[src/rtl/tem_pkg.sv]
package tem_pkg;
   localparam int SLOT_W = 5;
   localparam int CNT_W  = 3;

   typedef struct packed {
      logic [CNT_W-1:0]  n_edges;
      logic [SLOT_W-1:0] pos1;
      logic [SLOT_W-1:0] pos2;
      logic [SLOT_W-1:0] pos3;
      logic              viol_seen;
      logic [SLOT_W-1:0] viol_pos;
      logic              level;
   } tem_summary_t;
endpackage

[src/rtl/tem_slot_timer.sv]
module tem_slot_timer #(
   parameter int SLOT_CYC = 8,
   parameter int SLOTS    = 32
) (
   input  logic                     clk,
   input  logic                     rst_n,
   input  logic                     frame_start,
   output logic                     active,
   output logic                     first,
   output logic                     last,
   output logic [$clog2(SLOTS)-1:0] slot
);
   localparam int CYC_W = $clog2(SLOT_CYC);
   localparam int SW    = $clog2(SLOTS);
   localparam logic [CYC_W-1:0] CYC_LAST  = CYC_W'(SLOT_CYC - 1);
   localparam logic [SW-1:0]    SLOT_LAST = SW'(SLOTS - 1);

   if (SLOT_CYC < 2) begin : g_bad_cyc
      $error("SLOT_CYC must be at least 2");
   end
   if (SLOTS != (1 << SW)) begin : g_bad_slots
      $error("SLOTS must be a power of two");
   end

   logic [CYC_W-1:0] cyc_q, cur_cyc;
   logic [SW-1:0]    slot_q, cur_slot;
   logic             run_q;

   assign active   = run_q | frame_start;
   assign cur_cyc  = frame_start ? '0 : cyc_q;
   assign cur_slot = frame_start ? '0 : slot_q;
   assign slot     = cur_slot;
   assign first    = active && (cur_cyc == '0) && (cur_slot == '0);
   assign last     = active && (cur_cyc == CYC_LAST) && (cur_slot == SLOT_LAST);

   always_ff @(posedge clk) begin
      if (!rst_n) begin
         cyc_q  <= '0;
         slot_q <= '0;
         run_q  <= 1'b0;
      end else if (active) begin
         run_q <= 1'b1;
         if (cur_cyc == CYC_LAST) begin
            cyc_q  <= '0;
            slot_q <= (cur_slot == SLOT_LAST) ? '0 : cur_slot + 1'b1;
         end else begin
            cyc_q  <= cur_cyc + 1'b1;
            slot_q <= cur_slot;
         end
      end
   end


   frame_wrap_chk: assert property (@(posedge clk) disable iff (!rst_n)
      last |=> (cyc_q == '0 && slot_q == '0 && run_q));
endmodule

[src/rtl/tem_edge_capture.sv]
module tem_edge_capture
   import tem_pkg::*;
(
   input  logic              clk,
   input  logic              rst_n,
   input  logic              data_in,
   input  logic              viol_in,
   input  logic              active,
   input  logic              first,
   input  logic [SLOT_W-1:0] slot,
   output tem_summary_t      summary
);
   localparam logic [CNT_W-1:0] CNT_SAT = CNT_W'(4);

   tem_summary_t acc_q, base, nxt;
   logic         prev_q;
   logic         edge_now;

   assign edge_now = active && (data_in ^ prev_q);

   always_comb begin
      base = first ? '0 : acc_q;
      nxt  = base;
      if (edge_now) begin
         case (base.n_edges)
            CNT_W'(0): nxt.pos1 = slot;
            CNT_W'(1): nxt.pos2 = slot;
            CNT_W'(2): nxt.pos3 = slot;
            default:   ;
         endcase
         if (base.n_edges != CNT_SAT) nxt.n_edges = base.n_edges + 1'b1;
      end
      if (active && viol_in && !base.viol_seen) begin
         nxt.viol_seen = 1'b1;
         nxt.viol_pos  = slot;
      end
      nxt.level = data_in;
   end

   assign summary = nxt;

   always_ff @(posedge clk) begin
      if (!rst_n) begin
         acc_q  <= '0;
         prev_q <= 1'b0;
      end else begin
         prev_q <= data_in;
         if (active) acc_q <= nxt;
      end
   end


   edge_count_sat_chk: assert property (@(posedge clk) disable iff (!rst_n)
      acc_q.n_edges <= CNT_SAT);
endmodule

[src/rtl/tem_frame_classifier.sv]
module tem_frame_classifier
   import tem_pkg::*;
#(
   parameter int SPAN_SHORT = 13,
   parameter int SPAN_LONG  = 27,
   parameter int SPAN_TOL   = 1,
   parameter int FIRST2_MAX = 17,
   parameter int FIRST3_MAX = 4
) (
   input  logic         clk,
   input  logic         rst_n,
   input  logic         last,
   input  tem_summary_t summary,
   output logic [7:0]   word,
   output logic         word_valid
);
   localparam int SPLIT_W    = 2;
   localparam int LONG_SPLIT = 1 << SPLIT_W;
   localparam logic [5:0] SH_LO = 6'(SPAN_SHORT - SPAN_TOL);
   localparam logic [5:0] SH_HI = 6'(SPAN_SHORT + SPAN_TOL);
   localparam logic [5:0] LG_LO = 6'(SPAN_LONG - SPAN_TOL);
   localparam logic [5:0] LG_HI = 6'(SPAN_LONG + SPAN_TOL);
   localparam logic [SLOT_W-1:0] F2_MAX = SLOT_W'(FIRST2_MAX);
   localparam logic [SLOT_W-1:0] F3_MAX = SLOT_W'(FIRST3_MAX);
   localparam logic [SLOT_W-1:0] SPLIT  = SLOT_W'(LONG_SPLIT);

   if (SPAN_TOL < 0 || SPAN_SHORT + SPAN_TOL >= SPAN_LONG - SPAN_TOL) begin : g_bad_span
      $error("span windows overlap or tolerance negative");
   end
   if (SPAN_LONG - SPAN_TOL < 24 || SPAN_LONG + SPAN_TOL + LONG_SPLIT - 1 > 31) begin : g_bad_long
      $error("long span does not fit the split field");
   end

   logic [5:0] d12, d23;
   logic       sh12, sh23, lg12;

   assign d12 = {1'b0, summary.pos2} - {1'b0, summary.pos1};
   assign d23 = {1'b0, summary.pos3} - {1'b0, summary.pos2};

   if (SPAN_TOL == 0) begin : g_exact
      assign sh12 = (d12 == SH_LO);
      assign sh23 = (d23 == SH_LO);
      assign lg12 = (d12 == LG_LO);
   end else begin : g_window
      assign sh12 = (d12 >= SH_LO) && (d12 <= SH_HI);
      assign sh23 = (d23 >= SH_LO) && (d23 <= SH_HI);
      assign lg12 = (d12 >= LG_LO) && (d12 <= LG_HI);
   end

   logic [6:0] code;

   always_comb begin
      code = {2'b10, summary.pos1};
      case (summary.n_edges)
         CNT_W'(0): code = summary.viol_seen ? {2'b10, summary.viol_pos} : 7'h7F;
         CNT_W'(2): begin
            if (sh12 && summary.pos1 <= F2_MAX)
               code = {2'b11, summary.pos1};
            else if (lg12 && summary.pos1 >= SPLIT)
               code = {2'b01, summary.pos1};
            else if (lg12)
               code = {2'b00, summary.pos2[2:0], summary.pos1[SPLIT_W-1:0]};
         end
         CNT_W'(3): begin
            if (sh12 && sh23 && summary.pos1 <= F3_MAX)
               code = {2'b11, summary.pos1};
         end
         default: ;
      endcase
   end

   always_ff @(posedge clk) begin
      if (!rst_n) begin
         word       <= 8'h00;
         word_valid <= 1'b0;
      end else begin
         word_valid <= last;
         if (last) word <= {summary.level, code};
      end
   end


   valid_after_end_chk: assert property (@(posedge clk) disable iff (!rst_n)
      word_valid |-> $past(last));

   short_pair_pos_chk: assert property (@(posedge clk) disable iff (!rst_n)
      (word_valid && word[6:5] == 2'b11 && word[4:0] != 5'h1F) |-> (word[4:0] <= F2_MAX));

   long_pair_pos_chk: assert property (@(posedge clk) disable iff (!rst_n)
      (word_valid && word[6:5] == 2'b01) |-> (word[4:0] >= SPLIT));
endmodule

[src/rtl/tem_encoder.sv]
module tem_encoder #(
   parameter int SLOT_CYC   = 8,
   parameter int SLOTS      = 32,
   parameter int SPAN_SHORT = 13,
   parameter int SPAN_LONG  = 27,
   parameter int SPAN_TOL   = 1,
   parameter int FIRST2_MAX = 17,
   parameter int FIRST3_MAX = 4
) (
   input  logic       clk,
   input  logic       rst_n,
   input  logic       frame_start,
   input  logic       data_in,
   input  logic       viol_in,
   output logic [7:0] word,
   output logic       word_valid
);
   import tem_pkg::*;

   if (SLOTS != (1 << SLOT_W)) begin : g_bad_frame
      $error("SLOTS must match the 5-bit position field");
   end

   logic              active, first, last;
   logic [SLOT_W-1:0] slot;
   tem_summary_t      summary;

   tem_slot_timer #(.SLOT_CYC(SLOT_CYC), .SLOTS(SLOTS)) u_timer (
      .clk(clk), .rst_n(rst_n), .frame_start(frame_start),
      .active(active), .first(first), .last(last), .slot(slot));

   tem_edge_capture u_capture (
      .clk(clk), .rst_n(rst_n), .data_in(data_in), .viol_in(viol_in),
      .active(active), .first(first), .slot(slot), .summary(summary));

   tem_frame_classifier #(
      .SPAN_SHORT(SPAN_SHORT), .SPAN_LONG(SPAN_LONG), .SPAN_TOL(SPAN_TOL),
      .FIRST2_MAX(FIRST2_MAX), .FIRST3_MAX(FIRST3_MAX)) u_class (
      .clk(clk), .rst_n(rst_n), .last(last), .summary(summary),
      .word(word), .word_valid(word_valid));


   single_pulse_chk: assert property (@(posedge clk) disable iff (!rst_n)
      word_valid |=> !word_valid);

   level_bit_chk: assert property (@(posedge clk) disable iff (!rst_n)
      word_valid |-> (word[7] == $past(data_in)));
endmodule

[config.mk]
export PLATFORM = sky130hd
export DESIGN_NAME = tem_encoder
export DESIGN_NICKNAME = d
export VERILOG_FILES = /design/src/rtl/tem_pkg.sv /design/src/rtl/tem_slot_timer.sv /design/src/rtl/tem_edge_capture.sv /design/src/rtl/tem_frame_classifier.sv /design/src/rtl/tem_encoder.sv
export SDC_FILE = /design/constraint.sdc
export NUM_CORES = 1
export LEC_CHECK = 0
export ABC_AREA = 0
export BUFFER_PORTS_ARGS = -buffer_cell sky130_fd_sc_hd__buf_4
export CAP_MARGIN = 15
export CORE_MARGIN = 8
export CORE_UTILIZATION = 45
export DETAILED_ROUTE_END_ITERATION = 12
export PLACE_DENSITY = 0.65
export SLEW_MARGIN = 15
export SYNTH_ARGS = -nofsm -noshare
export SYNTH_HDL_FRONTEND = slang
export SYNTH_SLANG_ARGS = --single-unit
[constraint.sdc]
create_clock -name clk -period 5.4 [get_ports clk]
set_input_delay 1.08 -clock clk [delete_from_list [all_inputs] [get_ports clk]]
set_output_delay 1.08 -clock clk [all_outputs]
set_load 0.02 [all_outputs]
== Word-level counts from Yosys, hierarchy flattened ==
Cells that the tools add are included.

* Register bits after elaboration: 44
* Input bits: 5
* Output and inout bits: 9
* Logic and storage cells: 73

* $add $sub $neg: 5
* Magnitude comparators: 9
* Eq/ne operators: 7
* Muxes and demuxes: 18
* Bitwise gates (word level): 2
* Reduce and logical (&&, ||, !) cells: 19

{| class="wikitable"
|+ Operators with widths
! operator !! number
|-
| 5-bit two-way mux || 6
|-
| 25-bit two-way mux || 1
|-
| 7-bit two-way mux || 3
|-
| 7-bit case mux with 3 select lines || 1
|-
| 18-bit two-way mux || 1
|-
| 6-bit two-way mux || 3
|-
| 1-bit logical AND || 14
|-
| 6-bit by 4-bit >= comparator with 1-bit output (second input constant) || 2
|-
| 6-bit by 4-bit less-or-equal comparator with 1-bit output (second input constant) || 2
|-
| 5-bit by 5-bit subtractor with 6-bit output || 2
|-
| 3-bit by 2-bit equality test with 1-bit output (second input constant) || 3
|-
| 3-bit zero test || 3
|-
| 3-bit two-way mux || 3
|-
| 3-bit by 1-bit adder with 3-bit output (second input constant) || 2
|-
| 6-bit by 5-bit >= comparator with 1-bit output (second input constant) || 1
|-
| 6-bit by 5-bit less-or-equal comparator with 1-bit output (second input constant) || 1
|-
| 5-bit by 1-bit adder with 5-bit output (second input constant) || 1
|-
| 5-bit equality test (second input constant) || 1
|-
| 5-bit by 3-bit >= comparator with 1-bit output (second input constant) || 1
|-
| 5-bit by 3-bit less-or-equal comparator with 1-bit output (second input constant) || 1
|-
| 5-bit less-or-equal comparator (second input constant) || 1
|-
| 5-bit zero test || 1
|-
| 3-bit by 1-bit equality test with 1-bit output (second input constant) || 1
|-
| 3-bit equality test (second input constant) || 1
|-
| other kinds (4) || 4
|}

== Logic depth before layout (Yosys ltp) ==
* Depth after elaboration: 15
* Depth in mapped cells: 24
* Gate-level depth less buffers: 20

== By module ==
Synthesis repeated with hierarchy kept, for this count alone.

* Cell total of the unflattened synthesis: 342
* Area, all modules: 2939.1 um^2

{| class="wikitable"
|+ By module, submodules not included
! module !! instances !! cells each !! area an instance (um^2) !! seq. area each (um^2)
|-
| tem_edge_capture || 1 || 160 || 1406.3 || 500.5
|-
| tem_frame_classifier || 1 || 115 || 957.2 || 180.2
|-
| tem_slot_timer || 1 || 67 || 575.6 || 180.2
|}

== Worst setup path after synthesis ==
Ideal clock, no wire load.

* Kind: in2reg
* From: input port frame_start
* To: register u_class.word[4]
* Library setup time: 0.074 ns
* Arrival time: 5.631 ns
* Required time: 5.326 ns
* Slack: -0.305 ns
* Stages: 22
* Buffers on the path: 4
* Cells stage by stage: clkbuf_1 nand2b_1 ha_1 o2111ai_2 buf_2 clkbuf_1 clkbuf_1 nand2_1 ha_1 inv_1 or4_4 and2_4 a22oi_1 ha_1 inv_1 ha_1 nand2b_1 o32a_1 a21oi_1 a211oi_1 or3_1 a31oi_1

* Word-level cells in the longest chain between the ends: 15
* Elaborated cells between the ends (all ways): 45
* Classes of those cells: add/sub: 2; order compare: 6; eq/ne: 6; mux: 14; bitwise: 1; reduce/logical: 16

{| class="wikitable"
|+ Ends and longest elaborated chain
! what !! line !! RTL
|-
| from (decl) || tem_encoder.sv:12 || <nowiki>input logic frame_start,</nowiki>
|-
| 3-bit two-way mux || tem_slot_timer.sv:30 || <nowiki>assign cur_cyc = frame_start ? '0 : cyc_q;</nowiki>
|-
| 3-bit zero test || tem_slot_timer.sv:33 || <nowiki>assign first = active && (cur_cyc == '0) && (cur_slot == '0);</nowiki>
|-
| 1-bit logical AND (2 in series) || tem_slot_timer.sv:33 ||
|-
| 25-bit two-way mux || tem_edge_capture.sv:22 || <nowiki>base = first ? '0 : acc_q;</nowiki>
|-
| 3-bit by 1-bit equality test with 1-bit output / 3-bit zero test (equally long branches) || tem_edge_capture.sv:25 || <nowiki>case (base.n_edges)</nowiki>
|-
| 5-bit two-way mux || tem_edge_capture.sv:25 ||
|-
| 18-bit two-way mux || tem_edge_capture.sv:24 || <nowiki>if (edge_now) begin</nowiki>
|-
| 5-bit by 5-bit subtractor with 6-bit output || tem_frame_classifier.sv:37 || <nowiki>assign d12 = {1'b0, summary.pos2} - {1'b0, summary.pos1};</nowiki>
|-
| 6-bit by 5-bit >= comparator with 1-bit output / 6-bit by 5-bit less-or-equal comparator with 1-bit output (equally long branches) || tem_frame_classifier.sv:47 || <nowiki>assign lg12 = (d12 >= LG_LO) && (d12 <= LG_HI);</nowiki>
|-
| 1-bit logical AND || tem_frame_classifier.sv:47 ||
|-
| 7-bit two-way mux / 1-bit logical AND (equally long branches) || tem_frame_classifier.sv:61, tem_frame_classifier.sv:59 ||
|-
| 7-bit two-way mux || tem_frame_classifier.sv:59 || <nowiki>else if (lg12 && summary.pos1 >= SPLIT)</nowiki>
|-
| 7-bit two-way mux || tem_frame_classifier.sv:57 || <nowiki>if (sh12 && summary.pos1 <= F2_MAX)</nowiki>
|-
| 7-bit case mux with 3 select lines || tem_frame_classifier.sv:54 || <nowiki>case (summary.n_edges)</nowiki>
|-
| to (signal assigned) || tem_frame_classifier.sv:78 || <nowiki>if (last) word <= {summary.level, code};</nowiki>
|-
| to (decl) || tem_frame_classifier.sv:14 || <nowiki>output logic [7:0] word,</nowiki>
|}

Parallel ways exist; a longest one is shown, timed or not.
A chain may end at the register's enable or synchronous reset.

== Final worst setup path ==
Same ends and word-level chain as after synthesis.

==> flow_metrics.py <==
metrics = {
    "place": {
        "dp.cells": 450,
        "hpwl_um": 5830,
        "post-place-ws_ns": 0.0602,
        "gp_congestion": 0.855,
        "placed_area_mm2": 0.00310,
        "io_buffers": 13,
    },
    "detailed_routing": {
        "routedWlPerCell_um": 17.3,
        "post-route-drc-count": 0,
        "drt-initial-drc-count": 203,
        "dr.pass1.iters": 4,
        "finalWirelength_um": 7940,
        "vias_per_cell": 6.04,
        "antenna_left": 0,
        "routed-via-count": 2768,
    },
    "run": {
        "drv_cap": 0,
    },
    "floorplanning": {
        "initial_utilization_pct": 46.1,
        "die_width_um": 96.2,
        "rows": 29,
        "die_height_um": 96.2,
        "io_pins": 14,
        "coreArea_mm2": 0.00628,
        "die_area_mm2": 0.00925,
    },
    "power": {
        "switching_share_pct": 26.3,
        "cellLeakagePower_nw": 1.28,
        "p_comb_share_pct": 12.4,
        "power.share.sequential_pct": 45.0,
        "powerDensity_mw_per_mm2": 223,
        "netSwitchingPower_mw": 0.190,
        "internal_power_mw": 0.533,
        "peakVddDrop_uv": 185,
        "pwr-share-clk_pct": 42.6,
    },
    "setup_path": {
        "cp-startpoint": "frame_start",
        "cp-end-kind": "register",
        "reg2reg_from": "u_timer.run_q$_SDFFE_PN0P_",
        "arrival_ns": 5.25,
        "worst_ep_required_time_ns": 5.64,
        "crit_end": "u_class.word[4]$_SDFFE_PN0P_",
        "startpoint_type": "primary input",
        "worstPathMaxFanout": 16,
        "ff2ff_path_depth": 19,
        "r2r-end": "u_class.word[4]$_SDFFE_PN0P_",
        "path_class": "primary input to register",
        "reg2reg_slack_ns": 0.89,
    },
    "synthesis": {
        "ys_types": 69,
        "yosys_warnings": 0,
        "synth_area_leaders": "dfxtp_1, nor2_1, ha_1",
        "yosysTopAreaCell": "dfxtp_1",
        "ys_seq_area_share_pct": 29.8,
        "yosysTopAreaCellShare_pct": 29.8,
        "postSynthCellCount": 368,
        "avgSynthCellArea_um2": 7.86,
        "ys_seq_elements": 43,
        "synth-edff-count": 0,
        "synth_ff_type": "dfxtp_1",
        "syn_area_mm2": 0.00289,
        "syn_nets": 388,
        "synthArstFlopShare_pct": 0,
    },
    "timing": {
        "slew-limit-headroom_pct": 31.0,
        "rsz0062_at_grt": "false",
        "fin_crit_sh_pct": 92.8,
        "layout_setup_ws_ns": 0.388,
        "slew_viol_final": 0,
        "worstMarginPinSlew_ns": 1.03,
        "post-route-min-period_ns": 5.01,
        "hold_viol": 0,
        "fin_tns_setup_ns": 0,
        "fin_worst_skew_ns": 0.00482,
        "setup_viol": 0,
        "max_freq_mhz": 200,
    },
    "layout": {
        "finish.cell_count_without_fillers": 458,
        "final_cell_mix": "nor2_1, dfxtp_1, nand2_1",
        "mostFrequentLayoutCell": "nor2_1",
        "syn_to_final_growth_pct": 11.9,
        "n_antenna_cell": 0,
        "fin_util_pct": 51.5,
        "postLayoutCellArea_mm2": 0.00324,
        "multi_input_area_mm2": 0.00192,
        "fillers": 600,
        "regArea_um2": 861,
        "final_nets": 400,
        "drive_gt1_share_pct": 13.6,
    },
    "clocking": {
        "cts_tree": "built",
        "h-tree-depth": 2,
        "root_buffer": "clkbuf_8",
        "clk_pin_slew_worst_paths_ns": 0.09,
        "cts_hold_buf": 0,
        "cts_num_sinks": 43,
        "cts_resized": 0,
        "clock_latency_ns": 0.30,
        "clk_path_buf_depth": 2,
        "numCtsBuffers": 5,
        "post_cts.repair.setup_buffers": 0,
    },
    "global_routing": {
        "antenna_found_initial": 0,
        "grt_pass1_wl_um": 13300,
        "grt_max_degree": 36,
        "grt_pass1_vias": 2730,
        "overflow": 0,
        "grt_usage_pct": 18.3,
    },
    "outcome": {
        "status": "finished, final reports clean",
    },
    "min_path": {
        "hold_class": "register to register",
    },
}
[worst max-delay path, cell delays in order]
cell and delay, ns:
buf_4 0.16, nand2b_1 0.21, ha_1 0.21, o2111ai_2 0.09
and2_1 0.27, ha_4 0.21, inv_1 0.08, or4_4 0.53
and2_4 0.20, a22oi_2 0.24, ha_2 0.23, inv_1 0.05
ha_1 0.37, nand2b_1 0.21, o32a_1 0.33, a21oi_1 0.14
a211oi_1 0.09, or3_1 0.38, a31oi_1 0.15
[layer usage]
metal	wire length [µm]	GRT usage (%)	vias to the layer above	part of all wire (%)
met3	425	3.98	7	5.4
met2	3630	29.6	85	46
li1	-	-	1361	-
met4	66	4.99	0	0.83
met1	3830	23.9	1315	48
met5	0	0	-	0
[worst min path at each step]
stage,end,cells past startpoint,from
after floorplan,u_timer.cyc_q[1]$_SDFFE_PN0P_,2,u_timer.cyc_q[1]$_SDFFE_PN0P_
after global placement,u_timer.cyc_q[1]$_SDFFE_PN0P_,2,u_timer.cyc_q[1]$_SDFFE_PN0P_
after detailed placement,u_class.word[0]$_SDFFE_PN0P_,2,u_class.word[0]$_SDFFE_PN0P_
after CTS,u_class.word[0]$_SDFFE_PN0P_,2,u_class.word[0]$_SDFFE_PN0P_
after global routing,u_class.word[0]$_SDFFE_PN0P_,2,u_class.word[0]$_SDFFE_PN0P_
final,u_class.word[0]$_SDFFE_PN0P_,2,u_class.word[0]$_SDFFE_PN0P_
[cells in the mapped netlist, drive strengths merged (3+ instances only)]
cell type   n
nor2       49
dfxtp      43
nand2      42
a21oi      25
inv        16
nand3      15
ha         14
o21ai      14
nand2b     12
clkbuf     11
a22oi      10
and2       10
a31oi       9
o211ai      8
a22o        5
nor2b       5
xnor2       5
a211oi      4
a311oi      4
a32oi       4
and3        4
buf         4
nor3        4
or3         4
xor2        4
mux2i       3
nand4       3
nor3b       3
o2111ai     3
[sequential cells by signal, summed over array words and instances, names as in the netlist]
signal / cells
u_timer.slot_q: 5
u_timer.run_q: 1
u_capture.prev_q: 1
u_class.word_valid: 1
u_capture.acc_q: 24
u_timer.cyc_q: 3
u_class.word: 8
[power groups by stage]
stage | Sequential [mW] | Clock, mW | Combinational, mW
2_1_floorplan | 0.330 | 0 | 0.0684
3_3_place_gp | 0.332 | 0 | 0.0870
3_5_place_dp | 0.332 | 0 | 0.0874
4_1_cts | 0.325 | 0.311 | 0.0881
5_1_grt | 0.326 | 0.323 | 0.0994
6_report | 0.325 | 0.308 | 0.0896
[cell families (layout without fill, tap and decap cells)]
family | Yosys count | after routing | synth area share, %
AO/OA/AOI/OAI | 105 | 105 | 26.9
adder cells (fa/ha/maj) | 17 | 17 | 7.49
XOR/XNOR | 9 | 9 | 2.73
flip-flops | 43 | 43 | 29.8
AND/OR/NAND/NOR | 157 | 157 | 26.9
multiplexers | 4 | 4 | 1.43
buffers and inverters | 33 | 46 | 4.80
[cell type report]
class,instances,area share [%]
Clock inverter,3,2.09
Multi-Input combinational cell,292,59.4
Inverter,18,2.13
Sequential cell,43,26.6
Clock buffer,5,2.13
Tap cell,77,2.98
Timing Repair Buffer,20,4.64
[per-stage QoR]
step	total power, mW	hold slack [ns]
2_1_floorplan	0.398	0.432
3_3_place_gp	0.419	0.446
3_5_place_dp	0.419	0.453
4_1_cts	0.724	0.468
5_1_grt	0.748	0.510
6_report	0.722	0.470
No activity file was read; power rests on OpenSTA's default activity.
